**src/rtl/rect_fill_pkg.sv**
```systemverilog
package rect_fill_pkg;

  // Packet layout and fill constants
  localparam logic [31:0] FILL_OPCODE = 32'h0000_0411;
  localparam int unsigned X_LSB       = 19;
  localparam int unsigned Y_LSB       = 3;
  localparam logic [7:0]  SHADE_DARK  = 8'd0;
  localparam logic [7:0]  SHADE_MID   = 8'd7;
  localparam logic [7:0]  LEVEL_MID   = 8'd192;
  localparam logic [7:0]  LEVEL_FULL  = 8'd255;

  typedef enum logic [0:0] {
    SC_IDLE = 1'b0,
    SC_RUN  = 1'b1
  } scan_state_t;

endpackage

```
**src/rtl/rf_reset_sync.sv**
```systemverilog
module rf_reset_sync #(
  parameter int unsigned STAGES = 2
) (
  input  logic clk,
  input  logic rst_n_async,
  output logic rst_n_sync
);

  logic [STAGES-1:0] chain_q;
  logic [STAGES-1:0] chain_d;

  always_comb begin
    chain_d = {chain_q[STAGES-2:0], 1'b1};
  end

  always_ff @(posedge clk or negedge rst_n_async) begin
    if (!rst_n_async) begin
      chain_q <= '0;
    end else begin
      chain_q <= chain_d;
    end
  end

  assign rst_n_sync = chain_q[STAGES-1];

endmodule

```
**src/rtl/rf_decode.sv**
```systemverilog
module rf_decode
  import rect_fill_pkg::*;
#(
  parameter int unsigned FB_W = 1280,
  parameter int unsigned FB_H = 1024,
  parameter int unsigned XW   = 11,
  parameter int unsigned YW   = 10,
  parameter int unsigned WW   = 32
) (
  input  logic [WW-1:0] lw_i,
  input  logic [WW-1:0] v1_i,
  input  logic [WW-1:0] v2_i,
  output logic [XW-1:0] x_lo_o,
  output logic [XW-1:0] x_hi_o,
  output logic [YW-1:0] y_lo_o,
  output logic [YW:0]   y_end_o,
  output logic          empty_o
);

  localparam int unsigned SUMW = WW + 1;

  logic [WW-1:0]   adj1;
  logic [WW-1:0]   adj2;
  logic [XW-1:0]   x_raw;
  logic [YW-1:0]   y_raw;
  logic [XW:0]     span;
  logic [WW-1:0]   lw_inc;
  logic [WW-1:0]   lw_rows;
  logic [SUMW-1:0] row_sum;

  always_comb begin
    adj1    = v1_i - lw_i;
    adj2    = v2_i - lw_i;
    x_lo_o  = adj1[X_LSB +: XW];
    y_lo_o  = adj1[Y_LSB +: YW];
    x_raw   = adj2[X_LSB +: XW];
    y_raw   = adj2[Y_LSB +: YW];

    // horizontal cap on over-wide spans
    span = {1'b0, x_raw} - {1'b0, x_lo_o};
    if ((x_raw > x_lo_o) && (span > (XW+1)'(FB_W))) begin
      x_hi_o = XW'(FB_W);
    end else begin
      x_hi_o = x_raw;
    end

    // line width becomes extra rows with a rounding shift
    lw_inc  = lw_i + WW'(1);
    lw_rows = lw_inc >> 2;
    row_sum = SUMW'(y_raw) + SUMW'(lw_rows);
    if (row_sum > SUMW'(FB_H)) begin
      y_end_o = (YW+1)'(FB_H);
    end else begin
      y_end_o = row_sum[YW:0];
    end

    empty_o = (x_hi_o <= x_lo_o) || (y_end_o <= {1'b0, y_lo_o});
  end

endmodule

```
**src/rtl/rf_colour.sv**
```systemverilog
module rf_colour
  import rect_fill_pkg::*;
#(
  parameter int unsigned PIX_W = 24,
  parameter int unsigned WW    = 32
) (
  input  logic [WW-1:0]    attr_i,
  input  logic             rgb_i,
  output logic [PIX_W-1:0] pix_o
);

  localparam int unsigned CH    = PIX_W / 3;
  localparam int unsigned SEL_L = 2 * CH;

  logic [CH-1:0] shade_code;
  logic [CH-1:0] level;

  always_comb begin
    shade_code = attr_i[SEL_L +: CH];
    if (shade_code == SHADE_DARK) begin
      level = '0;
    end else if (shade_code == SHADE_MID) begin
      level = LEVEL_MID;
    end else begin
      level = LEVEL_FULL;
    end

    if (rgb_i) begin
      pix_o = {3{level}};
    end else begin
      pix_o = {{(PIX_W-CH){1'b0}}, attr_i[CH-1:0]};
    end
  end

endmodule

```
**src/rtl/rf_scan.sv**
```systemverilog
module rf_scan
  import rect_fill_pkg::*;
#(
  parameter int unsigned XW    = 11,
  parameter int unsigned YW    = 10,
  parameter int unsigned PIX_W = 24
) (
  input  logic             clk,
  input  logic             rst_n,
  input  logic             start_i,
  input  logic             empty_i,
  input  logic [XW-1:0]    x_lo_i,
  input  logic [XW-1:0]    x_hi_i,
  input  logic [YW-1:0]    y_lo_i,
  input  logic [YW:0]      y_end_i,
  input  logic [PIX_W-1:0] pix_i,
  output logic             busy_o,
  output logic             done_o,
  output logic             we_o,
  output logic [XW-1:0]    x_o,
  output logic [YW-1:0]    y_o,
  output logic [PIX_W-1:0] data_o
);

  scan_state_t      state_q, state_d;
  logic [XW-1:0]    cx_q, cx_d;
  logic [YW-1:0]    cy_q, cy_d;
  logic [XW-1:0]    xlo_q;
  logic [XW-1:0]    xhi_q;
  logic [YW:0]      yend_q;
  logic [PIX_W-1:0] pix_q;
  logic             done_q, done_d;
  logic             job_en;
  logic             row_end;
  logic             last_row;

  always_comb begin
    row_end  = ({1'b0, cx_q} + (XW+1)'(1)) == {1'b0, xhi_q};
    last_row = ({1'b0, cy_q} + (YW+1)'(1)) == yend_q;
    job_en   = (state_q == SC_IDLE) && start_i;

    state_d = state_q;
    cx_d    = cx_q;
    cy_d    = cy_q;
    done_d  = 1'b0;

    unique case (state_q)
      SC_IDLE: begin
        if (start_i) begin
          if (empty_i) begin
            done_d = 1'b1;
          end else begin
            state_d = SC_RUN;
            cx_d    = x_lo_i;
            cy_d    = y_lo_i;
          end
        end
      end
      SC_RUN: begin
        if (row_end) begin
          cx_d = xlo_q;
          if (last_row) begin
            state_d = SC_IDLE;
            done_d  = 1'b1;
          end else begin
            cy_d = cy_q + YW'(1);
          end
        end else begin
          cx_d = cx_q + XW'(1);
        end
      end
      default: state_d = SC_IDLE;
    endcase
  end

  always_ff @(posedge clk or negedge rst_n) begin
    if (!rst_n) begin
      state_q <= SC_IDLE;
      cx_q    <= '0;
      cy_q    <= '0;
      done_q  <= 1'b0;
      xlo_q   <= '0;
      xhi_q   <= '0;
      yend_q  <= '0;
      pix_q   <= '0;
    end else begin
      state_q <= state_d;
      cx_q    <= cx_d;
      cy_q    <= cy_d;
      done_q  <= done_d;
      if (job_en) begin
        xlo_q  <= x_lo_i;
        xhi_q  <= x_hi_i;
        yend_q <= y_end_i;
        pix_q  <= pix_i;
      end
    end
  end

  assign busy_o = (state_q == SC_RUN);
  assign we_o   = (state_q == SC_RUN);
  assign done_o = done_q;
  assign x_o    = cx_q;
  assign y_o    = cy_q;
  assign data_o = pix_q;

  AST_DONE_NOT_BUSY: assert property (@(posedge clk) disable iff (!rst_n)
    done_o |-> !busy_o);

  AST_COL_IN_SPAN: assert property (@(posedge clk) disable iff (!rst_n)
    we_o |-> (x_o >= xlo_q) && (x_o < xhi_q));

  AST_ROW_IN_BOUND: assert property (@(posedge clk) disable iff (!rst_n)
    we_o |-> ({1'b0, y_o} < yend_q));

  AST_COL_STEP: assert property (@(posedge clk) disable iff (!rst_n)
    we_o && $past(we_o) && (y_o == $past(y_o)) |-> x_o == $past(x_o) + XW'(1));

  AST_PIX_HELD: assert property (@(posedge clk) disable iff (!rst_n)
    we_o && $past(we_o) |-> $stable(data_o));

endmodule

```
**src/rtl/rf_dirty.sv**
```systemverilog
module rf_dirty #(
  parameter int unsigned XW = 11,
  parameter int unsigned YW = 10
) (
  input  logic          clk,
  input  logic          rst_n,
  input  logic          span_load_i,
  input  logic [XW-1:0] span_lo_i,
  input  logic [XW-1:0] span_hi_i,
  input  logic          px_we_i,
  input  logic [YW-1:0] px_y_i,
  output logic [XW-1:0] x_lo_o,
  output logic [XW-1:0] x_hi_o,
  output logic [YW-1:0] y_lo_o,
  output logic [YW-1:0] y_hi_o
);

  logic [XW-1:0] xl_q, xl_d, xh_q, xh_d;
  logic [YW-1:0] yl_q, yl_d, yh_q, yh_d;

  always_comb begin
    xl_d = xl_q;
    xh_d = xh_q;
    yl_d = yl_q;
    yh_d = yh_q;
    if (span_load_i) begin
      if (span_lo_i < xl_q) xl_d = span_lo_i;
      if (span_hi_i > xh_q) xh_d = span_hi_i;
    end
    if (px_we_i) begin
      if (px_y_i < yl_q) yl_d = px_y_i;
      if (px_y_i > yh_q) yh_d = px_y_i;
    end
  end

  always_ff @(posedge clk or negedge rst_n) begin
    if (!rst_n) begin
      xl_q <= '1;
      xh_q <= '0;
      yl_q <= '1;
      yh_q <= '0;
    end else begin
      xl_q <= xl_d;
      xh_q <= xh_d;
      yl_q <= yl_d;
      yh_q <= yh_d;
    end
  end

  assign x_lo_o = xl_q;
  assign x_hi_o = xh_q;
  assign y_lo_o = yl_q;
  assign y_hi_o = yh_q;

  AST_DIRTY_HAS_ROW: assert property (@(posedge clk) disable iff (!rst_n)
    px_we_i |=> (y_lo_o <= $past(px_y_i)) && (y_hi_o >= $past(px_y_i)));

  AST_DIRTY_HAS_SPAN: assert property (@(posedge clk) disable iff (!rst_n)
    span_load_i |=> (x_lo_o <= $past(span_lo_i)) && (x_hi_o >= $past(span_hi_i)));

endmodule

```
**src/rtl/rect_fill_engine.sv**
```systemverilog
module rect_fill_engine
  import rect_fill_pkg::*;
#(
  parameter int unsigned FB_W       = 1280,
  parameter int unsigned FB_H       = 1024,
  parameter int unsigned XW         = 11,
  parameter int unsigned YW         = 10,
  parameter int unsigned PIX_W      = 24,
  parameter int unsigned WW         = 32,
  parameter int unsigned RST_STAGES = 2
) (
  input  logic             clk,
  input  logic             rst_n,
  input  logic             cmd_valid,
  input  logic [WW-1:0]    cmd_opcode,
  input  logic [WW-1:0]    cmd_lw,
  input  logic [WW-1:0]    cmd_attr,
  input  logic [WW-1:0]    cmd_v1,
  input  logic [WW-1:0]    cmd_v2,
  input  logic             cmd_rgb,
  output logic             busy,
  output logic             done,
  output logic             fb_we,
  output logic [XW-1:0]    fb_x,
  output logic [YW-1:0]    fb_y,
  output logic [PIX_W-1:0] fb_data,
  output logic [XW-1:0]    dirty_x_lo,
  output logic [XW-1:0]    dirty_x_hi,
  output logic [YW-1:0]    dirty_y_lo,
  output logic [YW-1:0]    dirty_y_hi
);

  logic             rst_n_int;
  logic             take;
  logic [XW-1:0]    dec_x_lo;
  logic [XW-1:0]    dec_x_hi;
  logic [YW-1:0]    dec_y_lo;
  logic [YW:0]      dec_y_end;
  logic             dec_empty;
  logic [PIX_W-1:0] dec_pix;

  rf_reset_sync #(.STAGES(RST_STAGES)) u_rst (
    .clk         (clk),
    .rst_n_async (rst_n),
    .rst_n_sync  (rst_n_int)
  );

  assign take = cmd_valid && !busy && (cmd_opcode == FILL_OPCODE);

  rf_decode #(.FB_W(FB_W), .FB_H(FB_H), .XW(XW), .YW(YW), .WW(WW)) u_dec (
    .lw_i    (cmd_lw),
    .v1_i    (cmd_v1),
    .v2_i    (cmd_v2),
    .x_lo_o  (dec_x_lo),
    .x_hi_o  (dec_x_hi),
    .y_lo_o  (dec_y_lo),
    .y_end_o (dec_y_end),
    .empty_o (dec_empty)
  );

  rf_colour #(.PIX_W(PIX_W), .WW(WW)) u_col (
    .attr_i (cmd_attr),
    .rgb_i  (cmd_rgb),
    .pix_o  (dec_pix)
  );

  rf_scan #(.XW(XW), .YW(YW), .PIX_W(PIX_W)) u_scan (
    .clk     (clk),
    .rst_n   (rst_n_int),
    .start_i (take),
    .empty_i (dec_empty),
    .x_lo_i  (dec_x_lo),
    .x_hi_i  (dec_x_hi),
    .y_lo_i  (dec_y_lo),
    .y_end_i (dec_y_end),
    .pix_i   (dec_pix),
    .busy_o  (busy),
    .done_o  (done),
    .we_o    (fb_we),
    .x_o     (fb_x),
    .y_o     (fb_y),
    .data_o  (fb_data)
  );

  rf_dirty #(.XW(XW), .YW(YW)) u_dirty (
    .clk         (clk),
    .rst_n       (rst_n_int),
    .span_load_i (take && !dec_empty),
    .span_lo_i   (dec_x_lo),
    .span_hi_i   (dec_x_hi),
    .px_we_i     (fb_we),
    .px_y_i      (fb_y),
    .x_lo_o      (dirty_x_lo),
    .x_hi_o      (dirty_x_hi),
    .y_lo_o      (dirty_y_lo),
    .y_hi_o      (dirty_y_hi)
  );

  AST_BAD_OPCODE_IDLE: assert property (@(posedge clk) disable iff (!rst_n_int)
    cmd_valid && !busy && (cmd_opcode != FILL_OPCODE) |=> !busy && !done);

  AST_EMPTY_NO_RUN: assert property (@(posedge clk) disable iff (!rst_n_int)
    take && dec_empty |=> done && !fb_we);

endmodule

```
**config.mk**
```make
export PLATFORM = sky130hd
export DESIGN_NAME = rect_fill_engine
export DESIGN_NICKNAME = d
export VERILOG_FILES = /design/src/rtl/rect_fill_pkg.sv /design/src/rtl/rf_reset_sync.sv /design/src/rtl/rf_decode.sv /design/src/rtl/rf_colour.sv /design/src/rtl/rf_scan.sv /design/src/rtl/rf_dirty.sv /design/src/rtl/rect_fill_engine.sv
export SDC_FILE = /design/constraint.sdc
export NUM_CORES = 1
export LEC_CHECK = 0
export BUFFER_PORTS_ARGS = -buffer_cell sky130_fd_sc_hd__buf_2
export CORE_MARGIN = 2
export CORE_UTILIZATION = 60
export CTS_BUF_LIST = sky130_fd_sc_hd__clkbuf_8
export DETAILED_ROUTE_END_ITERATION = 8
export PLACE_DENSITY_LB_ADDON = 0.08
export SLEW_MARGIN = 20
export SYNTH_ARGS = -nofsm -noshare
export SYNTH_HDL_FRONTEND = slang
export SYNTH_HIERARCHICAL = 1
export SYNTH_SLANG_ARGS = --single-unit
```
**constraint.sdc**
```tcl
create_clock -name clk -period 7.3 [get_ports clk]
set_clock_uncertainty 0.15 [all_clocks]
set_input_delay 1.46 -clock clk [delete_from_list [all_inputs] [get_ports clk]]
set_output_delay 1.46 -clock clk [all_outputs]
set_load 0.01 [all_outputs]
```
* Word-level counts from Yosys, hierarchy flattened
Cells that the tools add are included.
** Word-level totals
- Bits in latches :: 0
- Word-level logic and storage cells :: 79
- ROM bits :: 0
- Output and inout port bits :: 90
- Register bits :: 124
- Input bits :: 164
- Memory bits (writable) :: 0
- Memories kept :: 0
** Cells by class
- Reductions and logical operators :: 15
- Order comparisons :: 9
- Mux-type cells :: 24
- Multipliers :: 0
- Eq/ne operators :: 8
- Add/subtract/negate cells :: 9
- Bitwise operators :: 1
- Shift operators :: 0
- Div/mod/pow operators :: 0
** Operator list (count)
- subtractor 30 bit :: 2
- 2-to-1 mux 11 bit :: 5
- 2-to-1 mux 10 bit :: 4
- > comparator 33 x 11 -> 1 bit, second input constant :: 1
- adder 32 x 1 -> 32 bit, second input constant :: 1
- == test 32 x 11 -> 1 bit, second input constant :: 1
- adder 10 x 30 -> 31 bit :: 1
- 2-to-1 mux 24 bit :: 1
- > comparator 11 bit :: 2
- case mux 11 bit (2 select lines) :: 1
- case mux 10 bit (2 select lines) :: 1
- adder 11 x 1 -> 12 bit, second input constant :: 1
- == test 12 x 11 -> 1 bit :: 1
- > comparator 12 x 11 -> 1 bit, second input constant :: 1
- subtractor 11 x 11 -> 12 bit :: 1
- adder 10 x 1 -> 11 bit, second input constant :: 1
- adder 11 x 1 -> 11 bit, second input constant :: 1
- == test 11 bit :: 1
- <= comparator 11 x 10 -> 1 bit :: 1
- <= comparator 11 bit :: 1
- < comparator 11 bit :: 1
- adder 10 x 1 -> 10 bit, second input constant :: 1
- > comparator 10 bit :: 1
- < comparator 10 bit :: 1
- other kinds (13) :: 33

* Depth between registers and ports, before layout
- Word-level depth :: 10
- Mapped depth :: 43
- Gate-level depth less buffers :: 41

* By module
Netlist, hierarchy kept.
** Modules (own cells, without submodules)
- rf_decode :: cells an instance 682, times used 1, area an instance 4822.1 µm², seq. area each 0.0 µm²
- rf_scan :: cells an instance 368, times used 1, area an instance 4277.9 µm², seq. area each 2001.9 µm²
- rf_dirty :: cells an instance 226, times used 1, area an instance 2585.0 µm², seq. area each 1077.3 µm²
- rf_colour :: cells an instance 39, times used 1, area an instance 252.7 µm², seq. area each 0.0 µm²
- rect_fill_engine :: cells an instance 13, times used 1, area an instance 98.8 µm², seq. area each 0.0 µm²
- rf_reset_sync :: cells an instance 3, times used 1, area an instance 53.8 µm², seq. area each 50.0 µm²

* Worst setup path after synthesis
OpenSTA, ideal clock, no wires.
- Path kind :: input-to-reg
- From :: input port cmd_lw[1]
- To :: register u_dirty.xl_q[0] (netlist: u_dirty/x_lo_o[0])
- Setup time :: 0.082 ns
- Data required time :: 7.068 ns
- Slack :: -1.489 ns
- Stages on the path :: 42
- Arrival time :: 8.556 ns
- Buffers on the path :: 2
- Cells stage by stage :: inv_1 -> ha_1 -> a21o_1 -> a21oi_1 -> o21ai_0 -> a21oi_1 -> o31ai_1 -> a211oi_1 -> nor3_1 -> a31oi_1 -> and3_1 -> ha_1 -> inv_1 -> fa_1 -> a21o_1 -> a21oi_1 -> o21bai_1 -> a21oi_1 -> [... 6 more ...] -> nor2b_1 -> ha_1 -> nor2b_1 -> o21a_1 -> o21a_1 -> o21a_1 -> o21a_1 -> o21a_1 -> o21a_1 -> o21ai_0 -> a21oi_1 -> o31ai_1 -> nor4_2 -> nor2b_1 -> o21ai_0 -> a211oi_1 -> buf_2 -> mux2_2
** On the way
- Word-level cells in the longest chain between the ends :: 10
- Elaborated cells between the ends (all ways) :: 18
- Those cells by class :: 5 x add/sub; 6 x order compare; 2 x mux; 5 x reduce/logical
** RTL lines
- start, declared :: RTL line rect_fill_engine.sv:16 : input logic [WW-1:0] cmd_lw,
- subtractor 30 bit (on tied branches) :: RTL line rf_decode.sv:33, rf_decode.sv:32
- subtractor 11 x 11 -> 12 bit :: RTL line rf_decode.sv:40 : span = {1'b0, x_raw} - {1'b0, x_lo_o};
- > comparator 12 x 11 -> 1 bit :: RTL line rf_decode.sv:41 : if ((x_raw > x_lo_o) && (span > (XW+1)'(FB_W))) begin
- logical AND 1 bit :: RTL line rf_decode.sv:41
- 2-to-1 mux 11 bit * :: RTL line rf_decode.sv:41
- named net dec_x_hi[1] :: RTL line rect_fill_engine.sv:36 : logic [XW-1:0] dec_x_hi;
- <= comparator 11 bit * :: RTL line rf_decode.sv:57 : empty_o = (x_hi_o <= x_lo_o) || (y_end_o <= {1'b0, y_lo_o});
- logical OR 1 bit * :: RTL line rf_decode.sv:57
- named net dec_empty :: RTL line rect_fill_engine.sv:39 : logic dec_empty;
- zero test 1 bit * :: RTL line rect_fill_engine.sv:88 : .span_load_i (take && !dec_empty),
- logical AND 1 bit * :: RTL line rect_fill_engine.sv:88
- AND reduction 2 bit (no source line) *
- end signal, assigned :: RTL line rf_dirty.sv:43 : xl_q <= xl_d;
- end, declared :: RTL line rf_dirty.sv:18 : logic [XW-1:0] xl_q, xl_d, xh_q, xh_d;
The timed path passes the listed nets; every way through them passes the cells marked *.
A chain may end at the register's enable or synchronous reset.

* Final worst setup path
- From :: input port cmd_lw[4]
- To :: register u_scan.cx_q[4] (netlist: u_scan/x_o[4])
** On the way
- Elaborated cells between the ends (all ways) :: 19
- Those cells by class :: 5 x add/sub; 5 x order compare; 1 x eq/ne; 5 x mux; 3 x reduce/logical
** RTL lines
- adder 32 x 1 -> 32 bit / subtractor 30 bit (equally long branches) :: RTL line rf_decode.sv:48, rf_decode.sv:33
- adder 10 x 30 -> 31 bit * :: RTL line rf_decode.sv:50 : row_sum = SUMW'(y_raw) + SUMW'(lw_rows);
- > comparator 33 x 11 -> 1 bit :: RTL line rf_decode.sv:51 : if (row_sum > SUMW'(FB_H)) begin
- 2-to-1 mux 11 bit * :: RTL line rf_decode.sv:51
- named net dec_y_end[1] :: RTL line rect_fill_engine.sv:38 : logic [YW:0] dec_y_end;
- <= comparator 11 x 10 -> 1 bit * :: RTL line rf_decode.sv:57
- logical OR 1 bit * :: RTL line rf_decode.sv:57
- named net dec_empty :: RTL line rect_fill_engine.sv:39
- != test 2 bit (no source line) *
- AND reduction 2 bit (no source line) *
- end signal, assigned :: RTL line rf_scan.sv:79 : cx_q <= '0;
- end signal, assigned :: RTL line rf_scan.sv:88 : cx_q <= cx_d;
- end, declared :: RTL line rf_scan.sv:26 : logic [XW-1:0] cx_q, cx_d;
The timed path passes the listed nets; every way through them passes the cells marked *. The select of a mux whose other input is x is not followed.

==> results.toml <==
[outcome]
status = "complete, but fails checks"
violations = "negative setup slack"

[synth]
ys.flop_type = "dfrtp_1"
synthSimpleGateAreaFrac_pct = 18.5
yosysMostFrequentCell = "ha_1"
yosys.area.top_type = "dfrtp_1"
ys_top_cells_by_area = "dfrtp_1 21%, ha_1 14%, mux2_2 9.3%"
synth-seq-cells = 124
synth_fa_ha_area_share_pct = 14.8
seq_area_frac_synth_pct = 25.9
synth_compound_area_share_pct = 16.3
yosys-mux-area-fraction_pct = 10.5
synth_top_family_by_area = "simple AND/OR/NAND/NOR gates"
synthTopCellsByCount = "140 x ha_1, 108 x inv_1, 103 x dfrtp_1"
synth_edf_count = 0
synth_top_area_share_pct = 21.3
netlist_area_mm2 = 0.0121
synth_cell_types = 91
synthArstFlopShare_pct = 100
synth_area_per_cell_um2 = 9.08
synthCells = 1331
synthXorXnorAreaFrac_pct = 8.44
ys_warn_count = 6
syn-num-nets = 1637

[setup_path]
required_ns = 7.46
slowest_stage = "or4b_4"
path_buf_inv = 9
startpoint_type = "primary input"
crit_path_frequent_cell = "buf_4"
cp_max_fo = 8
worstSetupEndpointType = "register"
cp_top_family = "compound AO/OA/AOI/OAI gates"
critPathMaxStageDelay_ns = 0.59
path_class = "primary input to register"
critPathArrivalTime_ns = 8.46

[timing]
fin_crit_ns = 8.30
max_freq_mhz = 120
whs_ns = 0.191
setup_viol = 45
relSlewSlack_pct = 37.5
tightest_slew_ns = 0.933
timing.final.ws_setup_ns = -1.00
finalHoldViolCount = 0
slew_violations = 0
finalSetupTns_ns = -41.24
rsz0062_at_grt = "yes"
fin_crit_sh_pct = 114

[detailed_routing]
post_drt_wl_per_cell_um = 18.6
dr.pass1.iters = 8
drc = 0
viasPerCell = 5.94
drt_iter0_drc = 891
drt-total-wl_um = 39300
via_count = 12600
antenna_left = 0

[final_layout]
synthToLayoutAreaGrowth_pct = 40.0
nets = 2142
drive_gt1_share_pct = 45.9
fillers = 1135
multi_input_area_mm2 = 0.00919
seq_area_mm2 = 0.00313
fin_util_pct = 86.4
fin_cells = 2116

[die]
die_h_um = 146
start_util_pct = 61.7
die_area_mm2 = 0.0213
ios = 254
coreArea_mm2 = 0.0196
rows = 51
die_x_um = 146

[job]
cap_violations = 0

[global_route]
grt_pass1_wl_um = 61700
antenna_found_initial = 4
grt-ovfl-total = 0
grt_max_degree = 77
grt_usage_pct = 35.3
grt_pass1_vias = 12500

[place]
port_buffers = 233
post-place-ws_ns = -1.70
dpl.hpwl_um = 29700
globalplace.congestion = 0.937
dpl.cell_count = 2054

[worst_hold_path]
min_path_type = "register to asynchronous set/reset pin"

[clock_tree]
htree_levels = 4
cts_hold_buf = 0
path_clk_slew_ns = 0.07
clockBufferDepth = 2
cts_tree = "built"
clk_latency_ns = 0.45
clock_tree.root_cell = "clkbuf_8"
cts.sinks = 124
cts_made_buffers = 17

[power]
power_density_mw_per_mm2 = 162
leakagePower_nw = 8.27
ir_drop_v = 0.0000962
-- area by class of cell --
| type | instances | area share (%) |
|---|---|---|
| Antenna cell | 2 | 0.0296 |
| Inverter | 111 | 2.49 |
| Clock inverter | 11 | 0.414 |
| Multi-Input combinational cell | 1049 | 54.3 |
| Clock buffer | 21 | 1.71 |
| Sequential cell | 124 | 18.5 |
| Timing Repair Buffer | 533 | 20.6 |
| Tap cell | 265 | 1.96 |
-- path summary, 6_finish.rpt --
path / from / to / slack (ns) / cells after the start
max reg2reg: u_scan/y_o[3]$_DFFE_PN0P_ / u_scan/y_o[4]$_DFFE_PN0P_ / 3.83 / 8
min: u_rst/chain_q[1]$_DFF_PN0_ / u_dirty/x_hi_o[10]$_DFFE_PN0P_ / 0.19 / 0
max in group asynchronous: u_rst/chain_q[1]$_DFF_PN0_ / u_scan/data_o[22]$_DFFE_PN0P_ / 5.45 / 1
max: cmd_lw[4] / u_scan/x_o[4]$_DFFE_PN0P_ / -1.0 / 42
min reg2reg: u_rst/chain_q[1]$_DFF_PN0_ / u_dirty/x_hi_o[10]$_DFFE_PN0P_ / 0.19 / 0
min in group clk: u_rst/chain_q[0]$_DFF_PN0_ / u_rst/chain_q[1]$_DFF_PN0_ / 0.22 / 0
-- cells by family (layout without fill, tap and decap cells) --
logic type / Yosys count / in the layout
AND/OR/NAND/NOR: 398 / 398
multiplexers: 114 / 114
other: 1 / 3
flip-flops: 124 / 124
XOR/XNOR: 114 / 114
adder cells (fa/ha/maj): 142 / 142
buffers and inverters: 158 / 676
AO/OA/AOI/OAI: 280 / 280
-- layer usage --
metal	up-vias	routed length, um	track usage, %
li1	5878	-	-
met4	4	1480	15.4
met2	557	19100	60.4
met5	-	26	0
met1	6013	16200	44.2
met3	119	2480	5.64
-- stage by stage --
step | instance area [um^2] | total power, mW
floorplan | 12500 | 1.41
global placement | 15700 | 1.94
detailed placement | 15700 | 1.97
CTS | 16700 | 2.63
global route | 16900 | 2.89
finish | 16900 | 2.73
-- sequential cells by signal, indices dropped and copies added, names as in the netlist --
name / cells
u_scan/xhi_q: 11
u_dirty/y_lo_o: 10
u_scan/done_o: 1
u_scan/yend_q: 11
u_scan/busy_o: 1
u_rst/chain_q: 2
u_scan/y_o: 10
u_dirty/x_lo_o: 11
u_dirty/x_hi_o: 11
u_scan/x_o: 11
u_dirty/y_hi_o: 10
u_scan/xlo_q: 11
u_scan/data_o: 24
-- layout by cell type, fill, tap and decap left out, drive strengths merged, types with 9 or more instances in the layout --
cell type  count
buf          533
ha           140
inv          110
dfrtp        103
mux2         100
nor2          96
xnor2         75
a21oi         75
nor3          51
nand2         40
o21ai         39
xor2          38
nand3         37
nor2b         35
nand4         34
a211oi        28
and3          27
clkbuf        21
a21o          21
dfstp         21
o21a          19
nor4          16
mux2i         14
a31oi         13
o2111ai       10
and4           9
or2            9
o31ai          9
-- repair_timing --
| item | CTS | global route |
|---|---|---|
| pin swaps | 44 | 30 |
| resized for setup | 84 | 39 |
| setup endpoints to repair | 45 | 45 |
| cloned | 1 | 0 |
| buffers inserted | 17 | 12 |
-- where the power goes --
part | leakage, nW | switching [mW] | internal, mW | total (mW)
registers | 1.62 | 0.00500 | 0.688 | 0.693
clock network | 0.177 | 0.278 | 0.267 | 0.546
logic | 6.47 | 0.756 | 0.738 | 1.49
total | 8.27 | 1.04 | 1.69 | 2.73
Power figures use the tool's default switching activity.
